<file path="src/rtl/mm_down_timer.sv">
module mm_down_timer #(
  parameter int CNT_W = 16
) (
  input  logic        clk_i,
  input  logic        rst_ni,
  input  logic [1:0]  bus_addr_i,
  input  logic        bus_wr_i,
  input  logic [15:0] bus_wdata_i,
  output logic [15:0] bus_rdata_o,
  input  logic        tick_i,
  input  logic        ext_i,
  output logic        uf_o,
  output logic        irq_o,
  output logic        sclk_o
);
  localparam logic [CNT_W-1:0] ZERO = '0;

  logic [CNT_W-1:0] cnt_q, rld_q;
  logic [1:0]       mode_q;
  logic             pol_q, oneshot_q, run_q;
  logic             s1_q, s2_q, s3_q;
  logic             uf_q, irq_q, sclk_q;
  logic             cnt_en;

  wire wr_ctl = bus_wr_i && bus_addr_i == 2'd0;
  wire wr_rld = bus_wr_i && bus_addr_i == 2'd1;
  wire wr_st  = bus_wr_i && bus_addr_i == 2'd3;
  wire swrst  = wr_ctl && bus_wdata_i[1];
  wire rise   = s2_q & ~s3_q;
  wire fall   = ~s2_q & s3_q;

  always_comb begin
    case (mode_q)
      2'd0:    cnt_en = tick_i;
      2'd1:    cnt_en = pol_q ? rise : fall;
      2'd2:    cnt_en = tick_i && (s2_q == pol_q);
      default: cnt_en = 1'b0;
    endcase
  end

  wire step = run_q && cnt_en && !swrst;
  wire hit  = step && cnt_q == ZERO;

  always_ff @(posedge clk_i or negedge rst_ni) begin
    if (!rst_ni) begin
      s1_q <= 1'b0;
      s2_q <= 1'b0;
      s3_q <= 1'b0;
    end else begin
      s1_q <= ext_i;
      s2_q <= s1_q;
      s3_q <= s2_q;
    end
  end

  always_ff @(posedge clk_i or negedge rst_ni) begin
    if (!rst_ni) begin
      pol_q     <= 1'b1;
      mode_q    <= 2'd0;
      oneshot_q <= 1'b0;
      run_q     <= 1'b0;
      rld_q     <= '0;
    end else begin
      if (wr_ctl) begin
        pol_q     <= bus_wdata_i[10];
        mode_q    <= bus_wdata_i[9:8];
        oneshot_q <= bus_wdata_i[4];
        run_q     <= bus_wdata_i[0];
      end else if (hit && oneshot_q) begin
        run_q <= 1'b0;
      end
      if (wr_rld) rld_q <= bus_wdata_i[CNT_W-1:0];
    end
  end

  always_ff @(posedge clk_i or negedge rst_ni) begin
    if (!rst_ni) begin
      cnt_q  <= '0;
      uf_q   <= 1'b0;
      irq_q  <= 1'b0;
      sclk_q <= 1'b0;
    end else begin
      if (swrst)     cnt_q <= rld_q;
      else if (hit)  cnt_q <= rld_q;
      else if (step) cnt_q <= cnt_q - 1'b1;
      uf_q <= hit;
      if (hit) sclk_q <= ~sclk_q;
      if (hit) irq_q <= 1'b1;
      else if (wr_st && bus_wdata_i[0]) irq_q <= 1'b0;
    end
  end

  always_comb begin
    case (bus_addr_i)
      2'd0:    bus_rdata_o = {5'b0, pol_q, mode_q, 3'b0, oneshot_q, 3'b0, run_q};
      2'd1:    bus_rdata_o = 16'(rld_q);
      2'd2:    bus_rdata_o = 16'(cnt_q);
      default: bus_rdata_o = {15'b0, irq_q};
    endcase
  end

  assign uf_o   = uf_q;
  assign irq_o  = irq_q;
  assign sclk_o = sclk_q;

  AST_CTL_RSV_ZERO: assert property (@(posedge clk_i) disable iff (!rst_ni)
    bus_addr_i == 2'd0 |-> bus_rdata_o[15:11] == 5'b0 && bus_rdata_o[7:5] == 3'b0 && bus_rdata_o[3:1] == 3'b0);
  AST_UF_FROM_ZERO: assert property (@(posedge clk_i) disable iff (!rst_ni)
    uf_o |-> $past(cnt_q) == ZERO);
  AST_MODE3_HOLD: assert property (@(posedge clk_i) disable iff (!rst_ni)
    $past(mode_q == 2'd3 && !wr_ctl) |-> cnt_q == $past(cnt_q));
  AST_ONESHOT_STOP: assert property (@(posedge clk_i) disable iff (!rst_ni)
    uf_o && $past(oneshot_q && !wr_ctl) |-> !run_q);
  AST_STOP_HOLD: assert property (@(posedge clk_i) disable iff (!rst_ni)
    $past(!run_q && !wr_ctl) |-> cnt_q == $past(cnt_q));
  AST_UF_SCLK: assert property (@(posedge clk_i) disable iff (!rst_ni)
    uf_o |-> sclk_o != $past(sclk_o));
  AST_IRQ_ON_UF: assert property (@(posedge clk_i) disable iff (!rst_ni)
    uf_o |-> irq_o);
endmodule

</file>
<file path="config.mk">
export PLATFORM = sky130hd
export DESIGN_NAME = mm_down_timer
export DESIGN_NICKNAME = d
export VERILOG_FILES = /design/src/rtl/mm_down_timer.sv
export SDC_FILE = /design/constraint.sdc
export NUM_CORES = 1
export LEC_CHECK = 0
export ABC_AREA = 1
export CAP_MARGIN = 5
export CORE_MARGIN = 5
export CORE_UTILIZATION = 54
export DETAILED_ROUTE_END_ITERATION = 16
export PLACE_DENSITY = 0.8
export SYNTH_ARGS = -nofsm -noshare
export SYNTH_HDL_FRONTEND = slang
export SYNTH_SLANG_ARGS = --single-unit
</file>
<file path="constraint.sdc">
create_clock -name clk_i -period 4.1 [get_ports clk_i]
set_clock_uncertainty 0.1 [all_clocks]
set_input_delay 1.23 -clock clk_i [delete_from_list [all_inputs] [get_ports clk_i]]
set_output_delay 1.23 -clock clk_i [all_outputs]
set_load 0.01 [all_outputs]
</file>
==> run metrics, run 1 <==
# rows=25; Residual DRC=0; Final Hold Violating Endpoints=0; Ports=42; Fill cells=407; routed len/inst=14.0 um; Worst-Margin Slew=0.952 ns; Peak Freq=253 MHz; post-synthesis compound-gate area fraction=0.0921; first-pass GRT wire length=11.3 mm; final setup violating endpoints=0; largest net degree at the start of global routing=44; Worst-path clk slew=0.08 ns; placed cells=roughly 460; CP Data Arrival Time=~2.6 ns; routed wire length=between 6 and 7 mm; worst hold path stage count=0; Initial DRT Pass Iterations=5; Post-synth EDFFs=0; RSZ-0062 raised after global routing=no; Async SR Flop Fraction=1.00; Yosys top cell area share=0.403; Finished Core Util=0.679; YS warnings=0; design area=3190 um2; post-synth top area cell=dfrtp_1; clk buf depth=2; CTS tree=built; Tot GR Track Use=0.227; status=complete, no violations; Max Transition Viols Final=0; Layout Nets=between 400 and 500; slowest stage cell on the critical path=clkdlybuf4s50_1; Die Ht=79.5 um; count leader, synth=nand2_1; starting density of the core=0.556; Power Dens Cells=568 nW/um2; final non-filler cell total=471; Placed Instance Area=about 3000 um2; Hold Slack=0.253 ns; Final Cycle Share=0.963; vias in the first global route=2464; Syn Inst Count=370; antenna-violating nets left=0; Max-Cap Viols=0; crit path kind=primary input to primary output; Leakage Power=1.72 nW; Hold WC Path Type=flop to flop; Die X=79.5 um; root buffer cell=clkbuf_8; Critical Path Max Stage Delay=0.48 ns; number of vias per cell=5.31; biggest regs=cnt_q x16, rld_q x16, mode_q x2; full die area=between 6000 and 7000 um2; Worst Setup End Kind=primary output; H-tree depth=2; synth cell count leaders=nand2_1 (108), inv_1 (58), dfrtp_1 (42); critical-path cell list=clkdlybuf4s50_1, inv_1, nor2_1, inv_1, buf_4, o22ai_1, dlygate4sd2_1; Max FO, Critical Path=10; Clock Latency Late Sink=0.30 ns; Synth Cell Area=between 2000 and 3000 um2; DR vias=2502; main combinational cell family by area after synthesis=simple AND/OR/NAND/NOR gates; layout cell share with drive strength beyond 1=0.0839; Post-Synth XOR/XNOR Area=0.0202; port bufs=41; R2R cell count=11; 1st-iter DRT viols=around 140; CTS Buf Count=5; core footprint=4690 um2; VDD IR max=between 0.3 and 0.4 mV; initial antenna violation count=0; Post-Syn Area per Cell=7.05 um2; syn_nets=around 400; Post-Synth Adder-Cell Area=0.00960; area grow syn2layout=22.3%; ys flop type=dfrtp_1; ranking of synthesized cells by area=dfrtp_1 (40%), nand2_1 (16%), inv_1 (8.3%); pre-CTS setup slack=-0.131 ns; Routability Congestion=0.937; Worst Setup Start Kind=primary input; sequential-to-total area share from yosys stat=0.413; flops & latches, synth=43; Post-Synth Simple-Gate Area=0.351; WP data required=2.77 ns; post-synthesis mux area share=0.00384; final worst setup slack=0.150 ns; Unique masters post-synth=26; relative max-transition margin=0.365; HPWL after detailed placement=4.80 mm; diode count=0; CTS sink count=43; most frequent CP cell=inv_1; Tmin final=between 3 and 4 ns; gr ovfl total=0
==> per-stage QoR <==
step / TNS [ns] / power (mW)
after floorplan: 0 / 1.24
after global placement: -0.682 / 1.46
after detailed placement: -1.46 / 1.49
after CTS: 0 / 1.81
after global routing: 0 / 1.97
final: 0 / 1.81
==> placed cells by master (no fill, tap or decap) <==
master	instances
o22ai_1	10
xor2_1	4
nor2_4	3
o2111ai_1	1
nand2_2	4
o221ai_1	4
o21ai_0	13
dlygate4sd2_1	15
nand4_1	1
nor3_1	3
o21a_1	1
a21oi_1	11
dfrtp_1	42
xnor2_1	2
buf_2	1
bufinv_16	1
nor2_1	40
dlymetal6s2s_1	1
clkinv_2	1
inv_1	58
nand2_1	108
clkbuf_8	6
buf_4	10
nand3_2	8
dfstp_2	1
mux2i_1	1
nand3_1	40
a31oi_1	1
clkdlybuf4s50_1	24
ha_1	2
==> kinds of logic (layout without fill, tap and decap cells) <==
| kind of cell | after synthesis | count (layout) |
|---|---|---|
| AND/OR/NAND/NOR | 207 | 207 |
| flip-flops | 43 | 43 |
| multiplexers | 1 | 1 |
| buffers and inverters | 70 | 117 |
| adder cells (fa/ha/maj) | 2 | 2 |
| AO/OA/AOI/OAI | 41 | 41 |
| XOR/XNOR | 6 | 6 |
==> area by class of cell <==
type	count	area, um2	area share
Clock inverter	2	35.0	0.0110
Timing Repair Buffer	51	464	0.146
Tap cell	54	67.6	0.0212
Multi-Input combinational cell	257	1240	0.390
Clock buffer	6	82.6	0.0259
Inverter	58	218	0.0683
Sequential cell	43	1080	0.338
==> layer usage <==
metal  routed length, um  up-vias  track usage
li1                    -     1256            -
met1                2870     1151        0.303
met2                3190       84        0.371
met3                 425       11       0.0440
met4                 106        0       0.0722
met5                   0        -            0
==> path summary, 6_finish.rpt <==
kind                                from             end  slack (ns)
setup / recovery           bus_addr_i[1]  bus_rdata_o[5]        0.15
hold / removal                      s1_q            s2_q        0.25
setup reg to reg                cnt_q[0]       cnt_q[14]        1.73
hold reg to reg                     s1_q            s2_q        0.25
max in group asynchronous         rst_ni        rld_q[6]        2.33
min in group asynchronous         rst_ni            s3_q        0.98
==> power by group <==
group | internal [mW] | switching (mW)
clock | 0.197 | 0.146
sequential | 0.536 | 0.121
combinational | 0.321 | 0.490
total | 1.05 | 0.757
==> timing repair <==
action | CTS | global route
hold endpoints to repair | 0 | 0
setup endpoints to repair | 15 | 1
gates resized for setup | 15 | 1
hold buffers | 0 | 0
buffers inserted | 0 | 0
==> worst max-delay path, delay by kind of cell <==
family	cells	cell delay [ns]
AND/OR/NAND/NOR	1	0.13
AO/OA/AOI/OAI	1	0.12
buffers and inverters	5	1.13
Power figures use the tool's default switching activity.
==> run 2, diff against run 1 <==
- CORE_ASPECT_RATIO: unset -> 0.7
==> run metrics, run 2 (synthesized netlist as in run 1, its figures left out) <==
largest net degree at the start of global routing=44 (unchanged); DR vias=2553 (+2.0%); VDD IR max=0.401 mV (+24%); relative max-transition margin=0.360 (-0.00531); 1st-iter DRT viols=280 (+100%); Final Cycle Share=0.967 (+0.00406); Leakage Power=1.72 nW (+0.36%); Worst-Margin Slew=0.960 ns (+0.00796 ns); area grow syn2layout=23.5%; Worst Setup End Kind=primary output; R2R Setup Slk=1.53 ns (-0.20 ns); CTS tree=built; H-tree depth=2 (unchanged); antenna-violating nets left=0 (unchanged); Tot GR Track Use=0.224 (-0.00285); root buffer cell=clkbuf_8; Tmin final=3.97 ns (+0.0167 ns); met1 Usage GRT=0.322 (+0.0184); commonest cells after routing, fill and taps aside=nand2_1 (108), inv_1 (58), dfrtp_1 (42); Initial DRT Pass Iterations=5 (unchanged); WP data required=2.77 ns (about the same); layout cell share with drive strength beyond 1=0.0861 (+0.00219); post-CTS setup buffer count=0 (unchanged); Residual DRC=0 (unchanged); initial antenna violation count=0 (unchanged); Ports=42 (unchanged); Max FO, Critical Path=5 (-5); Fill cells=415 (+2.0%); Peak Freq=252 MHz (-0.42%); Worst-path clk slew=0.08 ns (about the same); biggest regs=cnt_q x16, rld_q x16, mode_q x2; CTS sink count=43 (unchanged); status=complete, no violations; clk buf depth=2 (unchanged); vias in the first global route=2371 (-3.8%); crit path kind=primary input to primary output; Hold Slack=0.253 ns (+0.0000220 ns); routing usage on met2=0.349 (-0.0217); Die X=93.1 um (+17%); full die area=6340 um2 (+0.35%); Die Ht=68.1 um (-14%); Max Transition Viols Final=0 (unchanged); routed wire length=6.65 mm (+1.0%); CTS Buf Count=5 (unchanged); final worst setup slack=0.134 ns (-0.0167 ns); first-pass GRT wire length=11.1 mm (-1.7%); final non-filler cell total=475 (+0.85%); HPWL after detailed placement=4.78 mm (-0.49%); Power Dens Cells=566 nW/um2 (-0.39%); Final Hold Violating Endpoints=0 (unchanged); Worst Setup Start Kind=primary input; gr ovfl total=0 (unchanged); Layout Nets=442 (+0.23%); Multi-input gate area=1240 um2 (unchanged); Max-Cap Viols=0 (unchanged); placed cells=467 (+0.86%); met3 usage=0.0473 (+0.00323); Routability Congestion=0.972 (+3.8%); starting density of the core=0.551 (-0.00441); routed len/inst=14.0 um (+0.15%); RSZ-0062 raised after global routing=no; Reg area=1080 um2 (unchanged); # rows=21 (-16%); diode count=0 (unchanged); most common cell after layout, fill and taps aside=nand2_1; port bufs=41 (unchanged); pre-CTS setup slack=-0.133 ns (-0.00178 ns); Hold WC Path Type=flop to flop; core footprint=4730 um2 (+0.80%); global route hottest layer=met2; CP Data Arrival Time=2.64 ns (+0.02 ns); Clock Latency Late Sink=0.30 ns (about the same); final setup violating endpoints=0 (unchanged); number of vias per cell=5.37 (+1.2%)
## run 2: stage by stage
stage           util  area [um2]  TNS (ns)  power [mW]
6_report       0.681        3220         0        1.82
5_1_grt        0.681        3220         0        1.97
4_1_cts        0.681        3220         0        1.82
3_5_place_dp   0.660        3120     -1.22        1.49
3_3_place_gp   0.660        3120    -0.674        1.46
2_1_floorplan      -        2610         0        1.24
## run 2: worst paths after layout
path,start,end,cells past startpoint
max in group asynchronous,rst_ni,cnt_q[10],1
hold / removal,s1_q,s2_q,0
setup reg to reg,cnt_q[0],cnt_q[0],11
setup / recovery,bus_addr_i[1],bus_rdata_o[10],7
hold reg to reg,s1_q,s2_q,0
min in group asynchronous,rst_ni,sclk_o,1
## run 2: worst max-delay path: stages
cell	delay, ns
clkdlybuf4s50_1	0.49
inv_1	0.06
nor2_1	0.14
inv_1	0.08
buf_4	0.16
o221ai_1	0.18
dlygate4sd2_1	0.30
## run 2: repair_timing
item	CTS	global route
hold buffers	0	0
resized for setup	16	0
endpoints found under the setup margin	16	0
## run 2: routing by layer
| layer | up-vias | wire (um) |
|---|---|---|
| met3 | 6 | 587 |
| met1 | 1190 | 3120 |
| met4 | 0 | 52 |
| met2 | 90 | 2890 |
| met5 | - | 0 |
| li1 | 1267 | - |
## run 2: cell type report
| type | instances | share of cell area |
|---|---|---|
| Tap cell | 57 | 0.0221 |
| Inverter | 58 | 0.0676 |
| Timing Repair Buffer | 52 | 0.153 |
| Sequential cell | 43 | 0.334 |
| Clock buffer | 6 | 0.0256 |
| Multi-Input combinational cell | 257 | 0.386 |
| Clock inverter | 2 | 0.0109 |
## run 2: power by group
part / internal [mW] / switching, mW / total, mW
clock: 0.197 / 0.151 / 0.348
combinational: 0.321 / 0.496 / 0.817
sequential: 0.536 / 0.122 / 0.658
==> run 3, diff against run 2 <==
- ABC_AREA: 1 -> unset
- PLACE_DENSITY: 0.8 -> 0.81
==> run metrics, run 3 <==
Residual DRC=0 (unchanged); placed cells=320 (-31%); post-synthesis mux area share=0.119 (+0.115); Ports=42 (unchanged); Max Transition Viols Final=0 (unchanged); Routability Congestion=0.896 (-7.9%); Finished Core Util=0.702 (+0.0213); initial antenna violation count=0 (unchanged); Synth Cell Area=2500 um2 (-4.3%); # rows=20 (-4.8%); status=complete, no violations; Hold WC Path Type=flop to flop; Clock Latency Late Sink=0.30 ns (about the same); area grow syn2layout=23.9%; full die area=6100 um2 (-3.7%); met3 WL=710 um (+21%); Layout Nets=299 (-32%); Post-Synth Adder-Cell Area=0.0100 (+0.000428); Worst-path clk slew=0.08 ns (about the same); Final Hold Violating Endpoints=0 (unchanged); Post-Synth XOR/XNOR Area=0.00351 (-0.0166); Yosys top cell area share=0.421 (+0.0180); clk buf depth=2 (unchanged); Worst Setup Start Kind=primary input; Post-synth EDFFs=0 (unchanged); YS warnings=0 (unchanged); Tot GR Track Use=0.233 (+0.00872); WP data required=2.77 ns (about the same); routed len/inst=20.2 um (+44%); VDD IR max=0.346 mV (-14%); Die Ht=66.9 um (-1.8%); Max-Cap Viols=0 (unchanged); Tmin final=4.05 ns (+0.0867 ns); Peak Freq=247 MHz (-2.1%); core footprint=4400 um2 (-6.9%); met1 WL=2.88 mm (-7.8%); pre-CTS setup slack=-0.0787 ns (+0.0542 ns); Worst Setup End Kind=primary output; CTS sink count=43 (unchanged); H-tree depth=2 (unchanged); Die X=91.3 um (-1.9%); Post-Syn Area per Cell=10.9 um2 (+55%); Power Dens Cells=443 nW/um2 (-22%); synth cell count leaders=dfrtp_1 (42), mux2_2 (20), nand2_1 (16); main combinational cell family by area after synthesis=compound AO/OA/AOI/OAI gates; CP Data Arrival Time=2.72 ns (+0.08 ns); most common cell after layout, fill and taps aside=dfrtp_1; port bufs=41 (unchanged); ys flop type=dfrtp_1; Async SR Flop Fraction=1.00 (unchanged); layout cell share with drive strength beyond 1=0.207 (+0.121); largest net degree at the start of global routing=44 (unchanged); post-synth top area cell=dfrtp_1; Unique masters post-synth=56 (+120%); routed wire length=6.67 mm (+0.21%); biggest regs=cnt_q x16, rld_q x16, mode_q x2; number of vias per cell=6.64 (+24%); final non-filler cell total=330 (-31%); vias in the first global route=2152 (-9.2%); post-synthesis compound-gate area fraction=0.218 (+0.126); first-pass GRT wire length=11.1 mm (-0.37%); R2R Setup Slk=1.43 ns (-0.10 ns); 1st-iter DRT viols=205 (-27%); crit path kind=primary input to primary output; CTS Buf Count=5 (unchanged); commonest cells after routing, fill and taps aside=dfrtp_1 (42), clkdlybuf4s50_1 (37), mux2_2 (20); Syn Inst Count=228 (-38%); antenna-violating nets left=0 (unchanged); Worst-Margin Slew=0.956 ns (-0.00395 ns); syn_nets=253 (-36%); Max Used Layer=met4; relative max-transition margin=0.363 (+0.00263); diode count=0 (unchanged); Initial DRT Pass Iterations=5 (unchanged); Post-Synth Simple-Gate Area=0.173 (-0.178); sequential-to-total area share from yosys stat=0.432 (+0.0184); Hold Slack=0.292 ns (+0.0393 ns); post-CTS setup buffer count=0 (unchanged); Leakage Power=1.27 nW (-26%); starting density of the core=0.567 (+0.0154); ranking of synthesized cells by area=dfrtp_1 (42%), mux2_2 (9.0%), a221o_1 (4.0%); DR vias=2191 (-14%); CTS tree=built; Final Cycle Share=0.989 (+0.0211); final worst setup slack=0.0471 ns (-0.0867 ns); flops & latches, synth=43 (unchanged); count leader, synth=dfrtp_1; Max FO, Critical Path=5 (unchanged); RSZ-0062 raised after global routing=no; final setup violating endpoints=0 (unchanged); routed length on met2=2.91 mm (+0.55%); gr ovfl total=0 (unchanged); Fill cells=332 (-20%); root buffer cell=clkbuf_8; HPWL after detailed placement=4.48 mm (-6.1%)
## run 3: changes by cell type after synthesis, moves of 8 or more
cell	change
a21oi_1	-8
a221o_1	+10
a22o_1	+11
inv_1	-53
mux2_2	+20
nand2_1	-92
nand3_1	-34
nand3_2	-8
nor2_1	-31
o22ai_1	-8
## run 3: worst paths after layout
kind                               startpoint  depth (start not counted)              end
worst min register to register           s1_q                          0             s2_q
max in group asynchronous              rst_ni                          1         rld_q[3]
min in group asynchronous              rst_ni                          1         rld_q[9]
worst min-delay path                     s1_q                          0             s2_q
worst max register to register       cnt_q[0]                          7        cnt_q[13]
worst max-delay path            bus_addr_i[0]                          5  bus_rdata_o[13]
## run 3: cells by family after synthesis
family | after synthesis
AO/OA/AOI/OAI | 67
buffers and inverters | 18
AND/OR/NAND/NOR | 71
multiplexers | 26
XOR/XNOR | 1
flip-flops | 43
adder cells (fa/ha/maj) | 2
## run 3: layout make-up
| class | count | area, um2 | area share |
|---|---|---|---|
| flip-flops and latches | 43 | 1080 | 0.348 |
| clock inverters | 2 | 35.0 | 0.0113 |
| repair buffers | 52 | 487 | 0.157 |
| multi-input cells | 167 | 1320 | 0.428 |
| well taps | 55 | 68.8 | 0.0222 |
| clock buffers | 6 | 82.6 | 0.0267 |
| inverters | 5 | 18.8 | 0.00607 |
## run 3: critical path, stage by stage
cell             delay, ns
dlygate4sd2_1         0.33
nor2b_4               0.23
buf_2                 0.23
a22o_1                0.17
clkdlybuf4s50_1       0.53
## run 3: what timing repair did
action,CTS,global route
endpoints found under the hold margin,0,0
endpoints found under the setup margin,16,0
hold buffers,0,0
resized for setup,9,0
## run 3: metal layers
metal / vias up / global-route usage
li1: 993 / -
met1: 1053 / 0.316
met2: 125 / 0.358
met3: 20 / 0.0632
met4: 0 / 0.0842
met5: - / 0
## run 3: power by group
| part | switching (mW) | internal [mW] |
|---|---|---|
| clock network | 0.147 | 0.197 |
| logic | 0.204 | 0.216 |
| registers | 0.101 | 0.504 |
| total | 0.452 | 0.918 |
## run 3: per-stage QoR
stage | setup TNS [ns] | instance area, um2 | total power, mW
6_report | 0 | 3090 | 1.37
5_1_grt | 0 | 3090 | 1.45
4_1_cts | 0 | 3090 | 1.37
3_5_place_dp | -0.811 | 2950 | 1.02
3_3_place_gp | -0.635 | 2950 | 1.01
2_1_floorplan | 0 | 2500 | 0.868
